===== src/rtl/alu8_pkg.sv =====
package alu8_pkg;
  localparam int DATA_W = 8;
  localparam int WIDE_W = 2 * DATA_W;
  localparam int OP_W   = 4;

  localparam logic [WIDE_W-1:0] BCD_BIAS = WIDE_W'('h66);
  localparam logic [WIDE_W-1:0] BCD_MASK = WIDE_W'('h22);

  localparam logic [OP_W-1:0] OP_ADD = 4'd0;
  localparam logic [OP_W-1:0] OP_SUB = 4'd1;
  localparam logic [OP_W-1:0] OP_CMP = 4'd2;
  localparam logic [OP_W-1:0] OP_AND = 4'd3;
  localparam logic [OP_W-1:0] OP_OR  = 4'd4;
  localparam logic [OP_W-1:0] OP_XOR = 4'd5;
  localparam logic [OP_W-1:0] OP_BIT = 4'd6;
  localparam logic [OP_W-1:0] OP_SHL = 4'd7;
  localparam logic [OP_W-1:0] OP_SHR = 4'd8;
  localparam logic [OP_W-1:0] OP_ROL = 4'd9;
  localparam logic [OP_W-1:0] OP_ROR = 4'd10;

  typedef enum logic [2:0] {RS_PASS, RS_SUM, RS_AND, RS_OR, RS_XOR, RS_SHIFT} res_sel_e;
  typedef enum logic [1:0] {NZ_RES, NZ_SUM, NZ_CMP, NZ_BIT} nz_sel_e;
  typedef enum logic [1:0] {C_SUM, C_CMP, C_SHIFT} c_sel_e;
  typedef enum logic {V_SUM, V_BIT} v_sel_e;

  typedef struct packed {
    logic n;
    logic z;
    logic c;
    logic v;
  } flags_t;

  typedef struct packed {
    res_sel_e resSel;
    nz_sel_e  nzSel;
    c_sel_e   cSel;
    v_sel_e   vSel;
    logic     subtract;
    logic     decimal;
    logic     shiftRight;
    logic     rotate;
    flags_t   upd;
  } strobe_t;
endpackage


===== src/rtl/alu8_ctrl.sv =====
module alu8_ctrl
  import alu8_pkg::*;
(
  input  logic [OP_W-1:0] opCode,
  input  logic            decimalIn,
  output strobe_t         strobe
);
  always_comb begin
    strobe            = '0;
    strobe.resSel     = RS_PASS;
    strobe.nzSel      = NZ_RES;
    strobe.cSel       = C_SUM;
    strobe.vSel       = V_SUM;
    strobe.decimal    = decimalIn;
    unique case (opCode)
      OP_ADD, OP_SUB: begin
        strobe.resSel   = RS_SUM;
        strobe.nzSel    = NZ_SUM;
        strobe.subtract = (opCode == OP_SUB);
        strobe.upd      = '{n: 1'b1, z: 1'b1, c: 1'b1, v: 1'b1};
      end
      OP_CMP: begin
        strobe.nzSel = NZ_CMP;
        strobe.cSel  = C_CMP;
        strobe.upd   = '{n: 1'b1, z: 1'b1, c: 1'b1, v: 1'b0};
      end
      OP_AND, OP_OR, OP_XOR: begin
        strobe.resSel = (opCode == OP_AND) ? RS_AND :
                        (opCode == OP_OR)  ? RS_OR  : RS_XOR;
        strobe.upd    = '{n: 1'b1, z: 1'b1, c: 1'b0, v: 1'b0};
      end
      OP_BIT: begin
        strobe.nzSel = NZ_BIT;
        strobe.vSel  = V_BIT;
        strobe.upd   = '{n: 1'b1, z: 1'b1, c: 1'b0, v: 1'b1};
      end
      OP_SHL, OP_SHR, OP_ROL, OP_ROR: begin
        strobe.resSel     = RS_SHIFT;
        strobe.cSel       = C_SHIFT;
        strobe.shiftRight = (opCode == OP_SHR) || (opCode == OP_ROR);
        strobe.rotate     = (opCode == OP_ROL) || (opCode == OP_ROR);
        strobe.upd        = '{n: 1'b1, z: 1'b1, c: 1'b1, v: 1'b0};
      end
      default: ;
    endcase
  end
endmodule


===== src/rtl/alu8_dp.sv =====
module alu8_dp
  import alu8_pkg::*;
(
  input  strobe_t           strobe,
  input  logic [DATA_W-1:0] aIn,
  input  logic [DATA_W-1:0] mIn,
  input  logic              carryIn,
  output logic [DATA_W-1:0] resultOut,
  output flags_t            rawFlags
);
  logic [WIDE_W-1:0] aWide;
  logic [WIDE_W-1:0] opndWide;
  logic [WIDE_W-1:0] sumWide;
  logic [WIDE_W-1:0] fixWide;
  logic [WIDE_W-1:0] corrWide;
  logic              sumOvf;
  logic [DATA_W:0]   cmpDiff;
  logic [DATA_W-1:0] shiftOut;
  logic              shiftCarry;
  logic              fillBit;
  logic [DATA_W-1:0] nzSource;

  // adder with optional packed-BCD correction
  always_comb begin
    aWide    = {{DATA_W{1'b0}}, aIn};
    opndWide = {{DATA_W{1'b0}}, (strobe.subtract ? ~mIn : mIn)};
    if (strobe.subtract && strobe.decimal) opndWide = opndWide - BCD_BIAS;
    sumWide  = aWide + opndWide + {{(WIDE_W-1){1'b0}}, carryIn};
    sumOvf   = (sumWide[DATA_W-1] ^ aIn[DATA_W-1]) & (sumWide[DATA_W-1] ^ opndWide[DATA_W-1]);
    fixWide  = strobe.decimal ?
               ((((sumWide + BCD_BIAS) ^ aWide ^ opndWide) >> 3) & BCD_MASK) : '0;
    corrWide = sumWide + fixWide + (fixWide << 1);
  end

  // compare subtractor, independent of carry and decimal inputs
  assign cmpDiff = {1'b0, aIn} - {1'b0, mIn};

  // shifter / rotator
  always_comb begin
    fillBit = strobe.rotate ? carryIn : 1'b0;
    if (strobe.shiftRight) begin
      shiftOut   = {fillBit, aIn[DATA_W-1:1]};
      shiftCarry = aIn[0];
    end else begin
      shiftOut   = {aIn[DATA_W-2:0], fillBit};
      shiftCarry = aIn[DATA_W-1];
    end
  end

  always_comb begin
    unique case (strobe.resSel)
      RS_SUM:   resultOut = corrWide[DATA_W-1:0];
      RS_AND:   resultOut = aIn & mIn;
      RS_OR:    resultOut = aIn | mIn;
      RS_XOR:   resultOut = aIn ^ mIn;
      RS_SHIFT: resultOut = shiftOut;
      default:  resultOut = aIn;
    endcase
  end

  always_comb begin
    unique case (strobe.nzSel)
      NZ_SUM:  nzSource = sumWide[DATA_W-1:0];
      NZ_CMP:  nzSource = cmpDiff[DATA_W-1:0];
      NZ_BIT:  nzSource = aIn & mIn;
      default: nzSource = resultOut;
    endcase
    rawFlags.z = (nzSource == '0);
    rawFlags.n = (strobe.nzSel == NZ_BIT) ? mIn[DATA_W-1] : nzSource[DATA_W-1];
    unique case (strobe.cSel)
      C_CMP:   rawFlags.c = ~cmpDiff[DATA_W];
      C_SHIFT: rawFlags.c = shiftCarry;
      default: rawFlags.c = |corrWide[WIDE_W-1:DATA_W];
    endcase
    rawFlags.v = (strobe.vSel == V_BIT) ? mIn[DATA_W-2] : sumOvf;
  end
endmodule


===== src/rtl/alu8_flagreg.sv =====
module alu8_flagreg
  import alu8_pkg::*;
(
  input  logic   clk,
  input  logic   rst_n,
  input  flags_t updIn,
  input  flags_t rawFlags,
  output flags_t flagsQ,
  output flags_t updQ
);
  always_ff @(posedge clk or negedge rst_n) begin
    if (!rst_n) begin
      flagsQ <= '0;
      updQ   <= '0;
    end else begin
      updQ <= updIn;
      if (updIn.n) flagsQ.n <= rawFlags.n;
      if (updIn.z) flagsQ.z <= rawFlags.z;
      if (updIn.c) flagsQ.c <= rawFlags.c;
      if (updIn.v) flagsQ.v <= rawFlags.v;
    end
  end
endmodule


===== src/rtl/alu8_bcd.sv =====
module alu8_bcd
  import alu8_pkg::*;
(
  input  logic              clk,
  input  logic              rst_n,
  input  logic [OP_W-1:0]   opCode,
  input  logic [DATA_W-1:0] aIn,
  input  logic [DATA_W-1:0] mIn,
  input  logic              carryIn,
  input  logic              decimalIn,
  output logic [DATA_W-1:0] result,
  output logic              flagN,
  output logic              flagZ,
  output logic              flagC,
  output logic              flagV,
  output logic              updN,
  output logic              updZ,
  output logic              updC,
  output logic              updV
);
  strobe_t strobe;
  flags_t  rawFlags;
  flags_t  flagsQ;
  flags_t  updQ;

  alu8_ctrl ctrl_i (
    .opCode    (opCode),
    .decimalIn (decimalIn),
    .strobe    (strobe)
  );

  alu8_dp dp_i (
    .strobe    (strobe),
    .aIn       (aIn),
    .mIn       (mIn),
    .carryIn   (carryIn),
    .resultOut (result),
    .rawFlags  (rawFlags)
  );

  alu8_flagreg flagreg_i (
    .clk      (clk),
    .rst_n    (rst_n),
    .updIn    (strobe.upd),
    .rawFlags (rawFlags),
    .flagsQ   (flagsQ),
    .updQ     (updQ)
  );

  assign {flagN, flagZ, flagC, flagV} = flagsQ;
  assign {updN, updZ, updC, updV}     = updQ;
endmodule


===== config.mk =====
export PLATFORM = sky130hd
export DESIGN_NAME = alu8_bcd
export DESIGN_NICKNAME = d
export VERILOG_FILES = /design/src/rtl/alu8_pkg.sv /design/src/rtl/alu8_ctrl.sv /design/src/rtl/alu8_dp.sv /design/src/rtl/alu8_flagreg.sv /design/src/rtl/alu8_bcd.sv
export SDC_FILE = /design/constraint.sdc
export NUM_CORES = 1
export LEC_CHECK = 0
export BUFFER_PORTS_ARGS = -buffer_cell sky130_fd_sc_hd__buf_2
export CAP_MARGIN = 20
export CELL_PAD_IN_SITES_DETAIL_PLACEMENT = 0
export CELL_PAD_IN_SITES_GLOBAL_PLACEMENT = 1
export CORE_MARGIN = 5
export CORE_UTILIZATION = 45
export DETAILED_ROUTE_END_ITERATION = 10
export PLACE_DENSITY = 0.94
export SYNTH_ARGS = -nofsm -noshare
export SYNTH_HDL_FRONTEND = slang
export SYNTH_SLANG_ARGS = --single-unit

===== constraint.sdc =====
create_clock -name clk -period 9.8 [get_ports clk]
set_clock_uncertainty 0.1 [all_clocks]
set_input_delay 0.49 -clock clk [delete_from_list [all_inputs] [get_ports clk]]
set_output_delay 0.49 -clock clk [all_outputs]
set_load 0.02 [all_outputs]

==> flow_metrics.py <==
metrics = {
    "min_path": {
        "whs_endpoint": "flagreg_i.flagsQ[1]$_DFFE_PN0P_",
        "holdCritPathClass": "reg -> reg",
        "hp-start": "flagreg_i.flagsQ[1]$_DFFE_PN0P_",
        "min_delay_path_depth": 2,
    },
    "synth": {
        "synth_nets": 440,
        "ys_types": 63,
        "ys.flop_type": "dfrtp_1",
        "synth-simple-area-share": 0.282,
        "synth_cells": 374,
        "synth_compound_area_frac": 0.271,
        "synth_mux_area_frac": 0.0191,
        "avgSynthCellArea_sq_um": 7.17,
        "ys_async_sr_fraction": 1.00,
        "synth-seq-area-share": 0.0654,
        "synthAdderAreaFrac": 0.207,
        "synth_edf_count": 0,
        "synth_xor_area_frac": 0.0719,
        "syn_area_sq_mm": 0.00268,
        "synth_top_family_by_area": "simple AND/OR/NAND/NOR gates",
        "ys.warnings.count": 0,
        "synth-seq-cells": 7,
    },
    "final_layout": {
        "syn2layout_area_growth_pct": 9.10,
        "drive_gt1_frac": 0.138,
        "final_common_cell": "buf_2",
        "antenna_cells": 0,
        "nets": 467,
        "layout.cells.most_common_list": "39 x buf_2, 38 x ha_1, 33 x inv_1",
    },
    "critical_path": {
        "r2r_start": "flagreg_i.flagsQ[2]$_DFFE_PN0P_",
        "path_class": "in -> out",
        "crit_path_end_kind": "output port",
        "r2r_end": "flagreg_i.flagsQ[2]$_DFFE_PN0P_",
        "cp.required_ps": 9210,
        "r2r_setup_slack_ps": 8770,
        "cp-start-kind": "input pin",
        "crit_fanout": 32,
        "r2r_cells": 3,
        "arrival_ps": 5740,
    },
    "clock_tree": {
        "clock_latency_ps": 220,
        "cts.reportedPaths.clkPinSlew_ps": 40,
        "cts_buffer_depth": 2,
        "cts_root_buf": "clkbuf_8",
        "cts_tree": "yes",
        "cts_num_sinks": 7,
        "cts_resized": 0,
        "cts_made_buffers": 3,
        "cts_max_level": 1,
    },
    "power": {
        "peakVddDrop_uv": 65.3,
        "power_frac_comb": 0.744,
        "switchingPower_mw": 0.148,
        "power_density_mw_per_mm2": 100,
        "seq_power_share": 0.119,
        "p_clk_frac": 0.137,
        "sw_frac_of_total": 0.504,
        "p_int_mw": 0.146,
        "leakagePower_nw": 1.27,
    },
    "grt": {
        "antenna_found_initial": 0,
        "grt_start_max_net_pins": 38,
        "grt_pass1_wl_um": 13300,
        "grt.total_usage": 0.218,
        "grt_pass1_vias": 2626,
        "gr-total-overflow": 0,
    },
    "timing": {
        "period_share": 0.646,
        "final.setup.worst_slack_ps": 3470,
        "worst_slew_pin_slew_ps": 890,
        "period_minus_slack_ps": 6330,
        "final_hold_viol_count": 0,
        "setup-tns-final_ps": 0,
        "rsz0062_at_grt": "false",
        "slew_headroom": 0.399,
        "fmax_mhz": 158,
        "setup_viol": 0,
        "final_max_slew_viol_count": 0,
    },
    "route": {
        "drc": 0,
        "wl_per_cell_um": 17.4,
        "avgViaCountPerCell": 6.12,
        "wirelength_um": 8240,
        "vias": 2909,
        "drtPass1Iterations": 5,
        "drtAntennaViolNets": 0,
        "drtIter0Drc": 363,
    },
    "die": {
        "fp.dieH_um": 87.2,
        "dieWidth_um": 87.2,
        "rows": 28,
        "core_area_sq_mm": 0.00585,
        "io_pins": 40,
        "initial_core_util": 0.458,
        "die_area_sq_mm": 0.00760,
    },
    "place": {
        "place.gp.congestion": 0.952,
        "dpl.hpwl_um": 6590,
        "post-place-ws_ps": 3340,
        "port_buffers": 39,
    },
    "flow_run": {
        "drv_cap": 0,
    },
    "run_status": {
        "status": "finished, final reports clean",
    },
}
-- repair_timing --
item	CTS	global route
buffers inserted	0	0
endpoints found under the hold margin	7	0
hold buffers	1	0
-- area by class of cell --
cell class                 count  area [sq um]
clock buffer                   4          45.0
fill                         597          2930
inverter                      33           124
multi-input combinational    316          2280
sequential                     7           175
tap                           75          93.8
timing repair buffer          40           205
-- how the worst max path moves through the flow --
stage,startpoint,to,depth (start not counted)
5_1_grt,opCode[2],result[7],22
3_3_place_gp,opCode[2],flagreg_i.flagsQ[2]$_DFFE_PN0P_,23
2_1_floorplan,opCode[3],flagreg_i.flagsQ[2]$_DFFE_PN0P_,24
4_1_cts,opCode[2],result[7],22
6_report,opCode[2],result[7],22
3_5_place_dp,opCode[2],flagreg_i.flagsQ[2]$_DFFE_PN0P_,23
-- power groups by stage --
stage                     logic, mW  registers (mW)  clock network (mW)
final                         0.218          0.0349              0.0402
after global routing          0.241          0.0354              0.0425
after CTS                     0.217          0.0350              0.0403
after detailed placement      0.216          0.0354                   0
after global placement        0.212          0.0352                   0
after floorplan               0.155          0.0405                   0
-- metal layers --
layer / track usage / wire length (um) / up-vias
met4: 0.0683 / 187 / 0
met2: 0.342 / 3690 / 128
met3: 0.0208 / 649 / 21
li1: - / - / 1410
met1: 0.314 / 3710 / 1350
met5: 0 / 0 / -
-- registers in the layout (all words and copies together), names as in the netlist --
register,cells
flagreg_i.updQ,3
flagreg_i.flagsQ,4
-- worst max-delay path, cell delays in order --
cell and delay (ps):
buf_2 280, nor3_1 700, nand2_1 240, nor2_1 200, xnor2_1 190, ha_1 280
nand2b_1 100, a21oi_1 80, xnor2_1 620, nor2_1 140, xnor2_1 240, xnor2_1 150
and2_1 170, ha_1 170, inv_1 50, fa_1 440, nand3b_1 190, o31ai_1 380
xnor2_1 170, a21oi_1 80, a21oi_1 160, buf_2 190
-- metrics by stage --
step           cells   util  instance area [sq um]  hold WS, ps  power, mW
2_1_floorplan    374      -                   2680         94.4      0.196
3_3_place_gp     470  0.490                   2870          224      0.247
3_5_place_dp     470  0.490                   2870          232      0.251
4_1_cts          475  0.500                   2920          404      0.292
5_1_grt          475  0.500                   2920          431      0.319
6_report         475  0.500                   2920          395      0.293
-- cell families (layout without fill, tap and decap cells) --
logic type / after synthesis / after routing
flip-flops: 7 / 7
buffers and inverters: 51 / 77
AND/OR/NAND/NOR: 139 / 139
adder cells (fa/ha/maj): 42 / 42
multiplexers: 5 / 5
AO/OA/AOI/OAI: 108 / 108
XOR/XNOR: 22 / 22
-- cells in the mapped netlist (7+ instances only) --
cell      instances  area [sq um]
o21ai_0          16          80.1
nand3b_1         11          82.6
nor3_1           20           100
nand3_1           7          35.0
a31oi_1           7          43.8
ha_1             38           475
o211ai_1          8          60.1
nor2_1           28           105
dfrtp_1           7           175
inv_1            33           124
nand2_1          24          90.1
a21oi_1          29           145
xnor2_1          19           166
nand2b_1         13          81.3
(Power assumes the default switching activity.)
